===== src/rtl/gpio_pkg.sv =====
// Shared types and register word indices for the IO port.
// Assumes at most 16 pins per bank.
package gpio_pkg;
    localparam int MAXP = 16;

    typedef enum logic [1:0] {
        MD_IN  = 2'b00,
        MD_OUT = 2'b01,
        MD_ALT = 2'b10,
        MD_ANA = 2'b11
    } pin_mode_e;

    localparam logic [3:0] A_MODE   = 4'd0;
    localparam logic [3:0] A_OTYPE  = 4'd1;
    localparam logic [3:0] A_SPEED  = 4'd2;
    localparam logic [3:0] A_PULL   = 4'd3;
    localparam logic [3:0] A_INDATA = 4'd4;
    localparam logic [3:0] A_OUTDAT = 4'd5;
    localparam logic [3:0] A_SETCLR = 4'd6;
    localparam logic [3:0] A_AFLO   = 4'd7;
    localparam logic [3:0] A_AFHI   = 4'd8;
    localparam logic [3:0] A_SECM   = 4'd9;

    // Widen a per-pin mask to a 2-bit-per-pin field mask.
    function automatic logic [31:0] pin2(input logic [15:0] m);
        logic [31:0] r;
        for (int i = 0; i < 16; i++) r[2*i +: 2] = {2{m[i]}};
        return r;
    endfunction

    // Nibble mask for pins 0..7.
    function automatic logic [31:0] lo4(input logic [15:0] m);
        logic [31:0] r;
        for (int i = 0; i < 8; i++) r[4*i +: 4] = {4{m[i]}};
        return r;
    endfunction

    // Nibble mask for pins 8..15.
    function automatic logic [31:0] hi4(input logic [15:0] m);
        logic [31:0] r;
        for (int i = 0; i < 8; i++) r[4*i +: 4] = {4{m[i+8]}};
        return r;
    endfunction
endpackage


===== src/rtl/gpio_sync.sv =====
// Two-flop synchroniser for a vector of asynchronous pad inputs.
// Assumes each bit is independent; no bus coherency is implied.
module gpio_sync #(
    parameter int W = 16
) (
    input  logic         clk,
    input  logic         rst_n,
    input  logic [W-1:0] d,
    output logic [W-1:0] q
);
    logic [W-1:0] meta_q;

    // Shift pad values through two stages.
    always_ff @(posedge clk) begin
        if (!rst_n) begin
            meta_q <= '0;
            q      <= '0;
        end else begin
            meta_q <= d;
            q      <= meta_q;
        end
    end
endmodule


===== src/rtl/gpio_regs.sv =====
// Register file of the IO port, with per-pin secure ownership filtering.
// Assumes single-cycle accesses; read data and the error flag are registered.
module gpio_regs
    import gpio_pkg::*;
#(
    parameter int NPINS = 16
) (
    input  logic        clk,
    input  logic        rst_n,
    input  logic        valid,
    input  logic        write,
    input  logic        secure,
    input  logic [3:0]  addr,
    input  logic [31:0] wdata,
    input  logic [15:0] indata,
    output logic [31:0] rdata,
    output logic        err,
    output logic [31:0] mode_q,
    output logic [15:0] otype_q,
    output logic [31:0] speed_q,
    output logic [31:0] pull_q,
    output logic [15:0] odata_q,
    output logic [63:0] af_q
);
    localparam logic [31:0] IMPL32 = (32'h1 << NPINS) - 32'h1;
    localparam logic [15:0] IMPL   = IMPL32[15:0];

    logic [15:0] sec_q;
    logic [15:0] own1, deny1;
    logic [31:0] own2, deny2;
    logic        wr, rd, deny_hit;
    logic [31:0] rd_mux;

    // Work out which pin fields this access may touch.
    always_comb begin
        own1  = secure ? IMPL : (IMPL & ~sec_q);
        deny1 = secure ? 16'h0 : (IMPL & sec_q);
        own2  = pin2(own1);
        deny2 = pin2(deny1);
        wr    = valid & write;
        rd    = valid & ~write;
    end

    // Detect a non-secure write reaching secure-owned fields.
    always_comb begin
        case (addr)
            A_MODE, A_SPEED, A_PULL: deny_hit = |(wdata & deny2);
            A_OTYPE, A_OUTDAT:       deny_hit = |(wdata[15:0] & deny1);
            A_SETCLR:                deny_hit = |((wdata[15:0] | wdata[31:16]) & deny1);
            A_AFLO:                  deny_hit = |(wdata & lo4(deny1));
            A_AFHI:                  deny_hit = |(wdata & hi4(deny1));
            A_SECM:                  deny_hit = ~secure;
            default:                 deny_hit = 1'b0;
        endcase
    end

    // Update configuration fields with owner-masked writes.
    always_ff @(posedge clk) begin
        if (!rst_n) begin
            mode_q  <= pin2(IMPL);
            otype_q <= '0;
            speed_q <= '0;
            pull_q  <= '0;
            odata_q <= '0;
            af_q    <= '0;
            sec_q   <= '0;
        end else if (wr) begin
            case (addr)
                A_MODE:   mode_q  <= (mode_q & ~own2) | (wdata & own2);
                A_OTYPE:  otype_q <= (otype_q & ~own1) | (wdata[15:0] & own1);
                A_SPEED:  speed_q <= (speed_q & ~own2) | (wdata & own2);
                A_PULL:   pull_q  <= (pull_q & ~own2) | (wdata & own2);
                A_OUTDAT: odata_q <= (odata_q & ~own1) | (wdata[15:0] & own1);
                A_SETCLR: odata_q <= (odata_q & ~(wdata[31:16] & own1)) | (wdata[15:0] & own1);
                A_AFLO:   af_q[31:0]  <= (af_q[31:0] & ~lo4(own1)) | (wdata & lo4(own1));
                A_AFHI:   af_q[63:32] <= (af_q[63:32] & ~hi4(own1)) | (wdata & hi4(own1));
                A_SECM:   if (secure) sec_q <= wdata[15:0] & IMPL;
                default:  ;
            endcase
        end
    end

    // Select read data, hiding fields the requester does not own.
    always_comb begin
        case (addr)
            A_MODE:   rd_mux = mode_q & own2;
            A_OTYPE:  rd_mux = {16'h0, otype_q & own1};
            A_SPEED:  rd_mux = speed_q & own2;
            A_PULL:   rd_mux = pull_q & own2;
            A_INDATA: rd_mux = {16'h0, indata & own1};
            A_OUTDAT: rd_mux = {16'h0, odata_q & own1};
            A_AFLO:   rd_mux = af_q[31:0] & lo4(own1);
            A_AFHI:   rd_mux = af_q[63:32] & hi4(own1);
            A_SECM:   rd_mux = {16'h0, sec_q};
            default:  rd_mux = '0;
        endcase
    end

    // Register read data and the one-cycle error pulse.
    always_ff @(posedge clk) begin
        if (!rst_n) begin
            rdata <= '0;
            err   <= 1'b0;
        end else begin
            if (rd) rdata <= rd_mux;
            err <= wr & deny_hit;
        end
    end
endmodule


===== src/rtl/gpio_pin_mux.sv =====
// Per-pin pad control and peripheral routing, purely combinational.
// Assumes sync_in is already synchronised to clk.
module gpio_pin_mux
    import gpio_pkg::*;
(
    input  logic [1:0]  mode,
    input  logic        otype,
    input  logic [1:0]  speed,
    input  logic [1:0]  pull,
    input  logic        odata,
    input  logic [3:0]  af_sel,
    input  logic [15:0] af_do,
    input  logic [15:0] af_oe,
    input  logic        sync_in,
    output logic        pad_out,
    output logic        pad_oe,
    output logic        pad_od,
    output logic        pad_pu,
    output logic        pad_pd,
    output logic        pad_ie,
    output logic [1:0]  pad_speed,
    output logic        idata,
    output logic [15:0] af_di
);
    pin_mode_e md;
    logic      drv_val, drv_en, active, digital;

    // Derive pad controls and returned input from the pin mode.
    always_comb begin
        md      = pin_mode_e'(mode);
        drv_val = 1'b0;
        drv_en  = 1'b0;
        case (md)
            MD_OUT: begin drv_val = odata;          drv_en = 1'b1;          end
            MD_ALT: begin drv_val = af_do[af_sel];  drv_en = af_oe[af_sel]; end
            default: ;
        endcase
        active    = (md == MD_OUT) || (md == MD_ALT);
        digital   = (md != MD_ANA);
        pad_out   = drv_val;
        pad_oe    = otype ? (drv_en & ~drv_val) : drv_en;
        pad_od    = active & otype;
        pad_ie    = digital;
        pad_pu    = digital & (pull == 2'b01);
        pad_pd    = digital & (pull == 2'b10);
        pad_speed = active ? speed : 2'b00;
        idata     = digital & sync_in;
        af_di     = (md == MD_ALT) ? ((16'h1 << af_sel) & {16{sync_in}}) : 16'h0;
    end
endmodule


===== src/rtl/gpio_port.sv =====
// IO port top: register file, input synchroniser and one mux per pin.
// Assumes 1 <= NPINS <= 16; pins at NPINS and above are not built.
module gpio_port
    import gpio_pkg::*;
#(
    parameter int NPINS = 16
) (
    input  logic                 clk,
    input  logic                 rst_n,
    input  logic                 bus_valid,
    input  logic                 bus_write,
    input  logic                 bus_secure,
    input  logic [3:0]           bus_addr,
    input  logic [31:0]          bus_wdata,
    output logic [31:0]          bus_rdata,
    output logic                 bus_err,
    input  logic [NPINS-1:0]     pad_in,
    output logic [NPINS-1:0]     pad_out,
    output logic [NPINS-1:0]     pad_oe,
    output logic [NPINS-1:0]     pad_od,
    output logic [NPINS-1:0]     pad_pu,
    output logic [NPINS-1:0]     pad_pd,
    output logic [NPINS-1:0]     pad_ie,
    output logic [2*NPINS-1:0]   pad_speed,
    input  logic [16*NPINS-1:0]  periph_out,
    input  logic [16*NPINS-1:0]  periph_oe,
    output logic [16*NPINS-1:0]  periph_in
);
    logic [15:0] pad_full, sync_w, idata_w, otype_w, odata_w;
    logic [31:0] mode_w, speed_w, pull_w;
    logic [63:0] af_w;

    // Zero-extend the pad inputs to the full bank width.
    always_comb begin
        pad_full = '0;
        pad_full[NPINS-1:0] = pad_in;
    end

    gpio_sync #(.W(MAXP)) u_sync (
        .clk(clk), .rst_n(rst_n), .d(pad_full), .q(sync_w)
    );

    gpio_regs #(.NPINS(NPINS)) u_regs (
        .clk(clk), .rst_n(rst_n), .valid(bus_valid), .write(bus_write),
        .secure(bus_secure), .addr(bus_addr), .wdata(bus_wdata),
        .indata(idata_w), .rdata(bus_rdata), .err(bus_err),
        .mode_q(mode_w), .otype_q(otype_w), .speed_q(speed_w),
        .pull_q(pull_w), .odata_q(odata_w), .af_q(af_w)
    );

    for (genvar p = 0; p < MAXP; p++) begin : g_pin
        if (p < NPINS) begin : g_on
            gpio_pin_mux u_mux (
                .mode(mode_w[2*p +: 2]), .otype(otype_w[p]),
                .speed(speed_w[2*p +: 2]), .pull(pull_w[2*p +: 2]),
                .odata(odata_w[p]), .af_sel(af_w[4*p +: 4]),
                .af_do(periph_out[16*p +: 16]), .af_oe(periph_oe[16*p +: 16]),
                .sync_in(sync_w[p]),
                .pad_out(pad_out[p]), .pad_oe(pad_oe[p]), .pad_od(pad_od[p]),
                .pad_pu(pad_pu[p]), .pad_pd(pad_pd[p]), .pad_ie(pad_ie[p]),
                .pad_speed(pad_speed[2*p +: 2]), .idata(idata_w[p]),
                .af_di(periph_in[16*p +: 16])
            );
        end else begin : g_off
            assign idata_w[p] = 1'b0;
        end
    end
endmodule


===== config.mk =====
export PLATFORM = sky130hd
export DESIGN_NAME = gpio_port
export DESIGN_NICKNAME = d
export VERILOG_FILES = /design/src/rtl/gpio_pkg.sv /design/src/rtl/gpio_sync.sv /design/src/rtl/gpio_regs.sv /design/src/rtl/gpio_pin_mux.sv /design/src/rtl/gpio_port.sv
export SDC_FILE = /design/constraint.sdc
export NUM_CORES = 1
export LEC_CHECK = 0
export ABC_CLOCK_PERIOD_IN_PS = 1810
export BUFFER_PORTS_ARGS = -buffer_cell sky130_fd_sc_hd__buf_4
export CORE_AREA = 4 4 386 388
export CTS_BUF_LIST = sky130_fd_sc_hd__clkbuf_16
export DETAILED_ROUTE_END_ITERATION = 12
export DIE_AREA = 0 0 390 392
export GPL_ROUTABILITY_DRIVEN = 1
export PLACE_DENSITY_LB_ADDON = 0.2
export SYNTH_ARGS = -nofsm -noshare
export SYNTH_HDL_FRONTEND = slang
export SYNTH_HIERARCHICAL = 1
export SYNTH_SLANG_ARGS = --single-unit

===== constraint.sdc =====
create_clock -name clk -period 1.81 [get_ports clk]
set_input_delay 0.2715 -clock clk [delete_from_list [all_inputs] [get_ports clk]]
set_output_delay 0.2715 -clock clk [all_outputs]
set_load 0.02 [all_outputs]

# Word level (Yosys, flattened, before mapping)
# Index checks and enable logic that the tools add are counted.
# totals
ff_bits	273
inputBits	569
output_inout_bits	417
elab_cells	473
# op_classes
magnitude_cmp	16
n_eq_ne	89
shift	16
muxes	149
n_bitwise	158
reduce_logical	33
# ops
operator	count
AND 32 bit	16
AND 16 bit	26
2-to-1 mux 16 bit	18
one-hot mux 32 bit (9 select lines)	1
<< shifter 1 x 4 -> 16 bit (first input constant)	16
OR 32 bit	5
binary-select mux 1 bit (select 4 bit)	32
inverter 32 bit	3
OR reduction 32 bit	3
AND 1 bit	83
< comparator 4 x 5 -> 1 bit (second input constant)	16
== test 2 x 1 -> 1 bit (second input constant)	32
== test 2 bit (second input constant)	32
OR 16 bit	4
one-hot mux 1 bit (2 select lines)	32
2-to-1 mux 1 bit	48
inverter 16 bit	3
2-to-1 mux 2 bit	16
!= test 2 bit (second input constant)	16
one-hot mux 16 bit (2 select lines)	1
OR reduction 16 bit	2
inverter 1 bit	18
== test 4 x 3 -> 1 bit (second input constant)	4
logical OR 1 bit	16
other kinds (10)	18

# Longest topological paths before layout
# logic_depth
depth_word	7
mapped_depth	9

# Cells and area by module
# The synthesis kept the hierarchy.
# modules_own_cells
module	instances	cells_each	area_each_um2	seq_area_each_um2
gpio_regs	1	1394	11960.2	4824.6
gpio_pin_mux	16	81	568.0	0.0
gpio_sync	1	67	895.9	640.6

# Worst setup path before layout
# Ideal clock, no wire load.
# synth_path
path_kind	input port to flip-flop
startpoint	in bus_addr[0]
endpoint	reg with a tool-made name
arrival_ps	1743
setup_slack_ps	-49
cell_stages	7
cell_sequence	buf_6 -> or4b_4 -> buf_6 -> buf_12 -> nor3_4 -> mux2i_1 -> nor2b_1
# synth_lines
element	line	source
start: declaration	gpio_port.sv:13	input logic [3:0] bus_addr,

==> results_dict.tcl <==
set metrics [dict create \
    cts_root_buf "clkbuf_16" \
    clock_skew_ps 11.9 \
    antenna_found_initial 18 \
    power_density_nw_per_um2 396 \
    clockBufferDepth 3 \
    maxSlewViolCount 0 \
    min_period_over_period_pct 136 \
    clock_sinks 273 \
    finalHoldViolCount 0 \
    period_minus_slack_ps 2460 \
    clkTransAtPathRegs_ps 60 \
    ant_nets 0 \
    start_util_pct 15.1 \
    min_path_type "input port to register" \
    die_h_um 392 \
    drt_iter0_drc 1590 \
    finalNetCount 4904 \
    drt_wl_total_um 156000 \
    numCtsBuffers 39 \
    max_cap_viol_count 0 \
    gp_congestion 0.928 \
    dr.pass1.iters 7 \
    synth_cell_types 61 \
    rows 140 \
    ir_drop_mv 0.508 \
    r2r-end "u_regs/rdata[21]$_SDFFE_PN0P_" \
    place_area_um2 35400 \
    violations "setup timing" \
    cts_tree "yes" \
    worst_pin_slew_ps 623 \
    core_um2 145000 \
    clkPwrFrac_pct 45.1 \
    die_area_um2 153000 \
    avgSynthCellArea_um2 7.96 \
    syn_nets 3374 \
    vias_per_cell 4.43 \
    synth-edff-count 0 \
    p_leak_nw 17.2 \
    drc 0 \
    grt_overflow_total 0 \
    grt_usage_pct 19.0 \
    grt_max_degree 51 \
    yosys_warnings 6 \
    wl_per_cell_um 24.9 \
    setup_slack_ps -654 \
    rsz0062_at_grt "yes" \
    ys_seq_area_share_pct 24.9 \
    grt_pass1_vias 28200 \
    ys_ff_latch 273 \
    r2r_cells 9 \
    power_mw 17.3 \
    vias 27600 \
    worstSetupStartpointType "register" \
    clock_latency_ps 570 \
    setup_viol 376 \
    internal-power_mw 12.5 \
    die_w_um 390 \
    max_slew_margin_pct 58.4 \
    holdCritStartpoint "bus_wdata[0]" \
    hold_end "u_regs/sec_q[0]$_SDFFE_PN0P_" \
    r2r_slack_ps -100 \
    synthArstFlopShare_pct 0 \
    combPwrFrac_pct 19.5 \
    grt_first_pass_wirelength_um 212000 \
    fin_area_um2 43800 \
    area_growth_pct 99.6 \
    p_sw_share_pct 27.7 \
    power.switching_mw 4.81 \
    synthFlopType "dfxtp_1" \
    drive_gt1_share_pct 58.1 \
    synthesis.area_um2 21900 \
    arrival_ps 2190 \
    htree_levels 2 \
    io_buffers 985 \
    cp_max_fo 3 \
    holdPathStages 3 \
    end_kind "output port" \
    critPathKind "register to output port" \
    io_pins 986 \
    layout_commonest_cell "buf_4" \
    fmax_ghz 0.406 \
    syn_inst 2757 \
    mostFrequentLayoutCells "buf_4 (1,257), buf_6 (334), nand2_1 (265)" \
    status "complete, but fails checks" \
    seqPwrFrac_pct 35.4 \
    worstPathRequired_ps 1540 \
    dp_hpwl_um 127000 \
]
==> power groups by stage <==
stage / logic (mW) / clock network [mW] / registers (mW)
after floorplan: 1.01 / 0 / 6.29
after global placement: 2.99 / 0 / 6.32
after detailed placement: 2.99 / 0 / 6.32
after CTS: 3.29 / 8.11 / 6.15
after global routing: 3.58 / 8.28 / 6.15
final: 3.38 / 7.81 / 6.14
==> worst max-delay path: stages, from the launching register on <==
cell,delay [ps]
dfxtp_4,370
buf_12,110
mux4_2,480
mux2_4,300
nand4_1,70
a32oi_1,90
buf_4,200
==> metal layers <==
layer	share of wire [%]	GRT usage, %
met5	0.049	0
met2	50	33.5
met3	6.0	3.75
met4	2.4	4.67
met1	42	23.7
==> worst max path at each step <==
stage,start,endpoint,slack [ps],depth (start not counted)
floorplan,bus_addr[2],u_regs/rdata[22]$_SDFFE_PN0P_,-30,8
global placement,bus_addr[2],u_regs/rdata[21]$_SDFFE_PN0P_,-310,7
detailed placement,bus_addr[2],u_regs/rdata[21]$_SDFFE_PN0P_,-310,7
CTS,register,pad_oe[4],-710,6
global route,register,pad_oe[4],-740,6
finish,register,pad_oe[4],-650,6
==> stage by stage <==
| stage | hold WS [ps] | setup slack, ps | setup TNS [ps] | cells | util (%) |
|---|---|---|---|---|---|
| 6_report | 40.2 | -654 | -89880 | 6240 | 30.1 |
| 5_1_grt | 31.1 | -740 | -121670 | 6237 | 30.1 |
| 4_1_cts | 0.616 | -708 | -97660 | 6186 | 28.7 |
| 3_5_place_dp | 430 | -311 | -27440 | 6020 | 24.4 |
| 3_3_place_gp | 424 | -311 | -27670 | 6020 | 24.4 |
| 2_1_floorplan | 408 | -31.9 | -229 | 2757 | - |
==> what timing repair did <==
| item | CTS | global route |
|---|---|---|
| endpoints found under the hold margin | 16 | 0 |
| cloned | 9 | 3 |
| resized for setup | 1094 | 453 |
| endpoints found under the setup margin | 388 | 404 |
| hold buffers | 16 | 0 |
| pin swaps | 195 | 180 |
| buffers inserted | 92 | 75 |
==> kinds of logic (layout without fill, tap and decap cells) <==
family          count (synthesis)  in the layout  share of synthesized area (%)
simple gates                 1415           1415                           33.6
compound gates                423            423                           14.4
mux                           340            340                           18.0
flops                         273            273                           24.9
buf+inv                       258           1815                           6.42
fa+ha+maj                      48             48                           2.74
other cells                     0              9                              0
==> cell usage after synthesis (all sizes together) (2+ instances only) <==
| library cell | n | share of area (%) |
|---|---|---|
| nor3b | 34 | 1.2 |
| buf | 82 | 3.4 |
| nor4 | 10 | 0.29 |
| o21ba | 16 | 0.73 |
| o22ai | 7 | 0.20 |
| o2111ai | 2 | 0.080 |
| nand3 | 240 | 5.5 |
| o211ai | 18 | 0.62 |
| o21ai | 63 | 1.4 |
| dfxtp | 273 | 25 |
| nor2b | 273 | 7.8 |
| a32oi | 32 | 1.3 |
| ha | 48 | 2.7 |
| mux4 | 32 | 3.8 |
| a222oi | 31 | 1.4 |
| a41oi | 2 | 0.080 |
| mux2i | 292 | 13 |
| inv | 49 | 0.84 |
| a21boi | 96 | 3.3 |
| o31ai | 12 | 0.41 |
| mux2 | 16 | 0.82 |
| clkbuf | 127 | 2.2 |
| nor3 | 116 | 3.3 |
| a22oi | 84 | 2.9 |
| o221ai | 3 | 0.12 |
| nand3b | 17 | 0.58 |
| nand4 | 70 | 2.0 |
| a21oi | 26 | 0.59 |
| nor2 | 247 | 4.3 |
| a221oi | 3 | 0.12 |
| a221o | 16 | 0.73 |
| nand2 | 299 | 5.1 |
| a22o | 3 | 0.12 |
| and2 | 49 | 1.6 |
| nand2b | 52 | 1.5 |
| a31oi | 2 | 0.057 |
| a211oi | 4 | 0.14 |
==> cell type report <==
| cell class | count | area (um^2) |
|---|---|---|
| Antenna cell | 9 | 22.5 |
| Timing Repair Buffer | 1698 | 15100 |
| Tap cell | 1917 | 2400 |
| Clock inverter | 27 | 229 |
| Fill cell | 15400 | 102000 |
| Multi-Input combinational cell | 2226 | 19100 |
| Inverter | 49 | 196 |
| Clock buffer | 41 | 1030 |
| Sequential cell | 273 | 5730 |
(Power assumes the default switching activity.)
